[src/rtl/dma_ctl_pkg.sv]
`timescale 1ns/1ps
package dma_ctl_pkg;
  localparam int EVT_N         = 5;
  localparam int EN_LSB        = 0;
  localparam int STS_LSB       = 16;
  localparam int CLR_LSB       = 24;
  localparam int PAUSE_REQ_BIT = 0;
  localparam int PAUSE_ACK_BIT = 2;
  localparam int CHEN_BIT      = 0;

  typedef enum logic [1:0] {
    RSEL_PAUSE = 2'd0,
    RSEL_CFG   = 2'd1,
    RSEL_INTC  = 2'd2,
    RSEL_RSVD  = 2'd3
  } rsel_e;
endpackage

[src/rtl/dma_evt_status.sv]
`timescale 1ns/1ps
module dma_evt_status
  import dma_ctl_pkg::*;
#(
  parameter int DATA_W = 32
) (
  input  logic              clk,
  input  logic              rst_n,
  input  logic              wr_intc,
  input  logic [DATA_W-1:0] wdata,
  input  logic [EVT_N-1:0]  evt,
  output logic [EVT_N-1:0]  en_o,
  output logic [EVT_N-1:0]  sts_o,
  output logic              irq_o
);
  logic [EVT_N-1:0] en_q, sts_q, ev_set, clr;

  assign ev_set = evt & en_q;
  assign clr    = wr_intc ? wdata[CLR_LSB +: EVT_N] : '0;

  always_ff @(posedge clk or negedge rst_n) begin
    if (!rst_n) begin
      en_q  <= '0;
      sts_q <= '0;
    end else begin
      if (wr_intc) en_q <= wdata[EN_LSB +: EVT_N];
      sts_q <= (sts_q & ~clr) | ev_set;
    end
  end

  assign en_o  = en_q;
  assign sts_o = sts_q;
  assign irq_o = |(sts_q & en_q);

  AST_SET_WINS: assert property (@(posedge clk) disable iff (!rst_n)
    (ev_set != '0) |=> ((sts_q & $past(ev_set)) == $past(ev_set)));
  AST_NO_STRAY_SET: assert property (@(posedge clk) disable iff (!rst_n)
    1'b1 |=> ((sts_q & ~$past(sts_q) & ~$past(ev_set)) == '0));
  AST_CLEAR_TAKES: assert property (@(posedge clk) disable iff (!rst_n)
    (clr != '0) |=> ((sts_q & $past(clr & ~ev_set)) == '0));
endmodule

[src/rtl/dma_pause_ctl.sv]
`timescale 1ns/1ps
module dma_pause_ctl
  import dma_ctl_pkg::*;
#(
  parameter int DATA_W = 32
) (
  input  logic              clk,
  input  logic              rst_n,
  input  logic              wr_pause,
  input  logic              wr_cfg,
  input  logic [DATA_W-1:0] wdata,
  input  logic              idle,
  output logic              req_o,
  output logic              ack_o,
  output logic              chen_o
);
  logic req_q, ack_q, chen_q;

  always_ff @(posedge clk or negedge rst_n) begin
    if (!rst_n) begin
      req_q  <= 1'b0;
      ack_q  <= 1'b0;
      chen_q <= 1'b0;
    end else begin
      if (wr_pause) req_q  <= wdata[PAUSE_REQ_BIT];
      if (wr_cfg)   chen_q <= wdata[CHEN_BIT];
      ack_q <= req_q & (ack_q | idle);
    end
  end

  assign req_o  = req_q;
  assign ack_o  = ack_q;
  assign chen_o = chen_q;

  AST_ACK_NEEDS_IDLE: assert property (@(posedge clk) disable iff (!rst_n)
    $rose(ack_q) |-> ($past(req_q) && $past(idle)));
  AST_ACK_RELEASE: assert property (@(posedge clk) disable iff (!rst_n)
    !req_q |=> !ack_q);
endmodule

[src/rtl/dma_chn_ctrl.sv]
`timescale 1ns/1ps
module dma_chn_ctrl
  import dma_ctl_pkg::*;
#(
  parameter int NUM_CH = 4,
  parameter int DATA_W = 32,
  localparam int CH_W  = (NUM_CH > 1) ? $clog2(NUM_CH) : 1,
  localparam int AW    = CH_W + 3
) (
  input  logic                    clk,
  input  logic                    rst_n,
  input  logic                    reg_we,
  input  logic [AW-1:0]           reg_addr,
  input  logic [DATA_W-1:0]       reg_wdata,
  output logic [DATA_W-1:0]       reg_rdata,
  input  logic [NUM_CH*EVT_N-1:0] evt_in,
  input  logic [NUM_CH-1:0]       xfer_idle,
  output logic [NUM_CH-1:0]       ch_enable,
  output logic [NUM_CH-1:0]       ch_pause_req,
  output logic [NUM_CH-1:0]       ch_pause_ack,
  output logic [NUM_CH-1:0]       ch_irq
);
  logic            is_glb;
  logic [CH_W-1:0] ch_sel;
  rsel_e           rsel;
  logic [EVT_N-1:0] en_a  [NUM_CH];
  logic [EVT_N-1:0] sts_a [NUM_CH];

  assign is_glb = reg_addr[AW-1];
  assign ch_sel = reg_addr[CH_W+1:2];
  assign rsel   = rsel_e'(reg_addr[1:0]);

  for (genvar c = 0; c < NUM_CH; c++) begin : g_ch
    logic hit;
    assign hit = reg_we && !is_glb && (ch_sel == CH_W'(c));

    dma_evt_status #(.DATA_W(DATA_W)) u_evt (
      .clk     (clk),
      .rst_n   (rst_n),
      .wr_intc (hit && (rsel == RSEL_INTC)),
      .wdata   (reg_wdata),
      .evt     (evt_in[c*EVT_N +: EVT_N]),
      .en_o    (en_a[c]),
      .sts_o   (sts_a[c]),
      .irq_o   (ch_irq[c])
    );

    dma_pause_ctl #(.DATA_W(DATA_W)) u_pause (
      .clk      (clk),
      .rst_n    (rst_n),
      .wr_pause (hit && (rsel == RSEL_PAUSE)),
      .wr_cfg   (hit && (rsel == RSEL_CFG)),
      .wdata    (reg_wdata),
      .idle     (xfer_idle[c]),
      .req_o    (ch_pause_req[c]),
      .ack_o    (ch_pause_ack[c]),
      .chen_o   (ch_enable[c])
    );
  end

  always_comb begin
    reg_rdata = '0;
    if (is_glb) begin
      reg_rdata[NUM_CH-1:0] = ch_irq;
    end else begin
      for (int c = 0; c < NUM_CH; c++) begin
        if (ch_sel == CH_W'(c)) begin
          case (rsel)
            RSEL_PAUSE: begin
              reg_rdata[PAUSE_REQ_BIT] = ch_pause_req[c];
              reg_rdata[PAUSE_ACK_BIT] = ch_pause_ack[c];
            end
            RSEL_CFG:  reg_rdata[CHEN_BIT] = ch_enable[c];
            RSEL_INTC: begin
              reg_rdata[EN_LSB +: EVT_N]  = en_a[c];
              reg_rdata[STS_LSB +: EVT_N] = sts_a[c];
            end
            default: reg_rdata = '0;
          endcase
        end
      end
    end
  end

  AST_IRQ_NEEDS_ENABLE: assert property (@(posedge clk) disable iff (!rst_n)
    $rose(ch_irq[0]) |-> ($past(evt_in[EVT_N-1:0]) != '0) || $past(reg_we));
endmodule

[config.mk]
export PLATFORM = sky130hd
export DESIGN_NAME = dma_chn_ctrl
export DESIGN_NICKNAME = d
export VERILOG_FILES = /design/src/rtl/dma_ctl_pkg.sv /design/src/rtl/dma_evt_status.sv /design/src/rtl/dma_pause_ctl.sv /design/src/rtl/dma_chn_ctrl.sv
export SDC_FILE = /design/constraint.sdc
export NUM_CORES = 1
export LEC_CHECK = 0
export ABC_AREA = 1
export BUFFER_PORTS_ARGS = -buffer_cell sky130_fd_sc_hd__buf_2
export CAP_MARGIN = 20
export CORE_UTILIZATION = 25
export CTS_CLUSTER_DIAMETER = 80
export DETAILED_ROUTE_END_ITERATION = 10
export PLACE_DENSITY = 0.56
export SLEW_MARGIN = 20
export SYNTH_ARGS = -nofsm -noshare
export SYNTH_HDL_FRONTEND = slang
export SYNTH_SLANG_ARGS = --single-unit
export TNS_END_PERCENT = 30
[constraint.sdc]
create_clock -name clk -period 1.55 [get_ports clk]
set_clock_uncertainty 0.15 [all_clocks]
set_input_delay 0.31 -clock clk [delete_from_list [all_inputs] [get_ports clk]]
set_output_delay 0.31 -clock clk [all_outputs]
set_load 0.1 [all_outputs]
# == Word level (Yosys, flattened, before mapping) ==
# Cells that the tools add are included.
# word_totals
regBits,52
in_bits,64
output_inout_bits,48
word_cells,116
# classes
eq_ne,5
n_mux,37
bitwise,28
reduce_logical,26
# ops
operator,count
$mux 32,4
$mux 11,6
$and 5x5->5,12
$pmux 5 s2,3
$mux 28,1
$mux 5,5
$mux 21,1
$pmux 1 s3,7
$not 5->5,4
$or 5x5->5,4
$reduce_or 5->1,4
$logic_and 1x1->1,17
$pmux 2 s2,3
$pmux 1 s2,4
$eq 2x2->1 const B,3
$and 1x1->1,4
$eq 2x1->1 const B,2
$logic_not 2->1,2
$mux 4,1
$or 1x1->1,4
$reduce_or 3->1,1
$mux 2,1
$reduce_or 2->1,1
$logic_not 1->1,1
$mux 1,1

# == Logic depth before layout (Yosys ltp) ==
# depth
depth_word,11
mapped_depth,9
mapped_depth_nobuf,9

# == By module ==
# Synthesis repeated with hierarchy kept, for this count alone.
# hier_totals
cells_unflattened,440
area_unflattened_um2,3066.7
# by_module_without_submodules
module,instances,cells_per_inst,area_each_um2,seq_area_each_um2
dma_evt_status,4,57,440.4,250.2
dma_chn_ctrl,1,156,839.6,0.0
dma_pause_ctl,4,14,116.4,75.1

# == Worst setup path after synthesis ==
# Ideal clock, no wire load.
# synth_path
kind,input port to output port
from,input reg_addr[2]
to,output reg_rdata[16]
t_arrival_ps,2412
required_time_ps,1090
slack_ps,-1322
stages,5
n_path_buf,1
cell_sequence,buf_6 > inv_2 > nor2_2 > nand2_1 > a41oi_1
# synth_via
elab_chain_cells,10
elab_cells_between_ends,13
cone_classes,3 x eq/ne; 9 x mux; 1 x reduce/logical
# synth_lines
item,line,source
"start, declared",dma_chn_ctrl.sv:13,"input logic [AW-1:0] reg_addr,"
$logic_not 2->1,dma_chn_ctrl.sv:67,if (ch_sel == CH_W'(c)) begin
$mux 21,dma_chn_ctrl.sv:67,
$mux 32,dma_chn_ctrl.sv:63,if (is_glb) begin
$pmux 5 s2,dma_chn_ctrl.sv:68,case (rsel)
$mux 32,dma_chn_ctrl.sv:67,
$pmux 5 s2,dma_chn_ctrl.sv:68,
$mux 32,dma_chn_ctrl.sv:67,
$pmux 5 s2,dma_chn_ctrl.sv:68,
$mux 32 (*),dma_chn_ctrl.sv:67,
$mux 28 (*),dma_chn_ctrl.sv:63,
"end, declared",dma_chn_ctrl.sv:15,"output logic [DATA_W-1:0] reg_rdata,"
# Every way passes the cells marked *; elsewhere a longest branch is shown, timed or not. The select of a mux whose other input is x is not followed.

# == Final worst setup path ==
# layout_path
from,register g_ch[0].u_evt.en_q[1]
to,output reg_rdata[0]
# layout_via
elab_chain_cells,3
# layout_lines
item,line,source
"start, declared",dma_evt_status.sv:16,"logic [EVT_N-1:0] en_q, sts_q, ev_set, clr;"
"start signal, assigned",dma_evt_status.sv:26,if (wr_intc) en_q <= wdata[EN_LSB +: EVT_N];
$and 5x5->5,dma_evt_status.sv:33,assign irq_o = |(sts_q & en_q);
$reduce_or 5->1,dma_evt_status.sv:33,
$mux 4,dma_chn_ctrl.sv:63,
# No other way between the ends.

==> results.tsv <==
stage	metric	value	unit
placed_design	io_buffers	67	
outcome	violations	DRC, setup timing	
detailed_routing	via_count	2891	
clock_network	clock_latency	0.28	ns
logic_synthesis	synth_top_area_cell	dfrtp_1	
timing	finalCritPeriodShare	124.3	%
job	cap_viol_max_count	0	
clock_network	h-tree-depth	2	
finish	area_growth	57.24	%
power	swShare	43.59	%
hold_path	min_to	g_ch[0].u_evt.sts_o[1]$_DFF_PN0_	
detailed_routing	drc_errors	5	
finish	final_util	40.96	%
outcome	outcome	complete, but fails checks	
timing	setup_viol_count_final	14	
floorplanning	io_pins	112	
critical_path	crit_path_end_kind	primary output	
finish	multi_input_area	1578	um^2
floorplanning	dieArea	12550	um^2
finish	finalNonFillerCells	660	
clock_network	numCtsBuffers	5	
power	power_leakage	2.197	nW
clock_network	clock_path_buffers	2	
critical_path	path_cells	nand2_1 -> nand3_1 -> nand3b_1 -> nor2_2 -> a21oi_4 -> buf_12	
critical_path	crit_path_top_delay_cell	dfrtp_1	
power	power.internal	3.397	mW
placed_design	routabilityCongestion	0.9065	
detailed_routing	drtIter0Drc	121	
logic_synthesis	seq_area_frac_synth	43.01	%
detailed_routing	wirelength	8653	um
detailed_routing	first_pass_iters	7	
grt	antenna_found_initial	0	
detailed_routing	wl_per_cell	13.11	um
clock_network	clkTransAtPathRegs	0.06	ns
floorplanning	dieHeight	112.0	um
grt	gr-total-overflow	0	
critical_path	crit_required	1.09	ns
logic_synthesis	synth_area	3025	um^2
detailed_routing	vias_per_cell	4.380	
power	power_switching	2.625	mW
critical_path	rr_worst_depth	4	
timing	hold_viol	0	
grt	grt_max_degree	18	
timing	hold_slack	0.07836	ns
critical_path	max_stage_delay	0.38	ns
placed_design	dpl.cell_count	644	
critical_path	cpLargestDelayFamily	simple AND/OR/NAND/NOR gates	
critical_path	reg2reg_from	g_ch[2].u_evt.en_o[0]$_DFFE_PN0P_	
floorplanning	rows	39	
critical_path	crit_buf_inv	1	
logic_synthesis	ys_types	28	
finish	antenna_cells	0	
floorplanning	die_x	112.0	um
finish	fillers	1125	
clock_network	cts_root_buf	clkbuf_16	
hold_path	min_path_cells	3	
power	ir_drop	0.8865	mV
hold_path	hold_class	primary input to register	
critical_path	r2r_end	g_ch[2].u_evt.en_o[0]$_DFFE_PN0P_	
floorplanning	initial_utilization	26.05	%
timing	rsz0062_at_grt	true	
power	pwr-share-comb	53.2	%
logic_synthesis	ys_warn_count	0	
logic_synthesis	synth_area_per_cell	7.899	um^2
grt	grt_pass1_vias	2933	
critical_path	regToRegSetupSlack	0.49	ns
timing	drv_slew	0	
placed_design	place_ws	-0.3809	ns
floorplanning	core	11610	um^2
clock_network	cts.sinks	52	
timing	period_minus_slack	1.926	ns
critical_path	arrival	1.47	ns
critical_path	path_class	register to primary output	
power	pwr-share-seq	29.4	%
logic_synthesis	netlist_instances	383	
logic_synthesis	yosysTopAreaCellShare	43.01	%
clock_network	cts_tree	built	
power	pwr-share-clk	17.4	%
placed_design	hpwl	7054	um
hold_path	min-delay-start	evt_in[1]	
finish	nets	581	
timing	fmax	519.2	MHz
detailed_routing	antenna_left	0	
logic_synthesis	synth.area.top_cells	dfrtp_1, nand2_1, buf_4, o21ai_0, nand3_1	
finish	ff_latch_area	1301	um^2
logic_synthesis	ys_seq_elements	52	
critical_path	start_kind	register	
timing	finalWorstSetupSlack	-0.3760	ns
power	p_per_area	1266	nW/um^2
grt	grt_first_pass_wirelength	14140	um
finish	drive_gt1_share	43.33	%
grt	grt.total_usage	14.23	%
critical_path	worst-path-max-fanout	2	
[power groups by stage]
stage,logic (mW),clock network (mW),registers (mW)
after floorplan,1.98,0,1.78
after global placement,3.07,0,1.79
after detailed placement,3.09,0,1.79
after CTS,3.17,1.07,1.77
after global routing,3.38,1.12,1.80
final,3.21,1.05,1.77
[cell usage after synthesis]
library cell,n
a21o_1,2
a21oi_1,5
a31oi_1,1
a41oi_1,6
buf_2,1
buf_4,41
buf_6,5
clkbuf_1,1
clkinv_1,1
conb_1,1
dfrtp_1,52
inv_1,13
inv_2,4
inv_4,1
nand2_1,144
nand2_2,11
nand2_4,1
nand3_1,18
nand3b_1,2
nand4_1,3
nor2_1,7
nor2_2,5
nor2_4,2
nor3_4,2
o21a_1,4
o21ai_0,25
o21ai_1,15
o21ai_2,10
[cell usage in the layout, fill, tap and decap left out, drive strengths merged]
master / count
nand2: 156
buf: 152
dfrtp: 52
o21ai: 50
conb: 22
inv: 19
nand3: 18
nor2: 14
clkbuf: 7
a41oi: 6
a21oi: 5
o21a: 4
nand4: 3
nor3: 2
a21o: 2
nand3b: 2
a31oi: 1
clkinv: 1
dlygate4sd3: 1
[worst max path at each step]
| stage | endpoint | slack, ns | from | cells after the start |
|---|---|---|---|---|
| after detailed placement | reg_rdata[0] | -0.38 | reg_addr[2] | 6 |
| after global placement | reg_rdata[0] | -0.35 | reg_addr[0] | 9 |
| after global routing | reg_rdata[0] | -0.47 | g_ch[0].u_evt.en_o[1]$_DFFE_PN0P_ | 6 |
| after floorplan | reg_rdata[16] | -0.46 | reg_addr[1] | 5 |
| after CTS | reg_rdata[0] | -0.40 | g_ch[0].u_evt.en_o[1]$_DFFE_PN0P_ | 6 |
| final | reg_rdata[0] | -0.38 | g_ch[0].u_evt.en_o[1]$_DFFE_PN0P_ | 6 |
[layer usage]
layer  wire length, um  share of wire, %  GRT usage [%]  up-vias
li1                  -                 -              -     1451
met1              4001                46          18.61     1347
met2              4143                48          24.14       79
met3               333               3.8          2.069       14
met4               175               2.0          4.622        0
met5                 0                 0              0        -
[worst min-delay path, cell delays in order]
cell     delay, ns
buf_2         0.08
nand2_1       0.04
nand2_1       0.05
[stage by stage]
step / power (mW) / setup TNS, ns / instance area [um^2]
global route: 6.307 / -4.333 / 4757
global placement: 4.851 / -4.543 / 4420
finish: 6.022 / -3.624 / 4757
floorplan: 3.762 / -4.126 / 3253
detailed placement: 4.878 / -5.179 / 4420
CTS: 6.004 / -3.987 / 4651
[cell type report]
class	instances	area share, %
well taps	143	3.761
flip-flops and latches	52	27.35
multi-input cells	285	33.17
repair buffers	154	31.09
clock buffers	6	2.709
inverters	19	1.815
clock inverters	1	0.1052
[kinds of logic after synthesis]
| logic type | Yosys count | synth area share, % |
|---|---|---|
| AOI/OAI and AO/OA | 68 | 13.77 |
| buffers and inverters | 67 | 14.76 |
| DFF | 52 | 43.01 |
| other | 1 | 0.1240 |
| and+or+nand+nor | 195 | 28.33 |
[repair_timing]
action / 4_1_cts / 5_1_grt
gates cloned: 0 / 0
buffers inserted: 5 / 3
pin swaps: 10 / 15
setup endpoints to repair: 14 / 14
hold buffers: 1 / 0
resized for setup: 15 / 29
hold endpoints to repair: 14 / 0
[sequential cells by signal, indices dropped and copies added (netlist names)]
signal and flops:
g_ch.u_pause.ack_o 4, g_ch.u_evt.en_o 20, g_ch.u_pause.req_o 4, g_ch.u_evt.sts_o 20, g_ch.u_pause.chen_o 4
No activity file was read; power rests on OpenSTA's default activity.
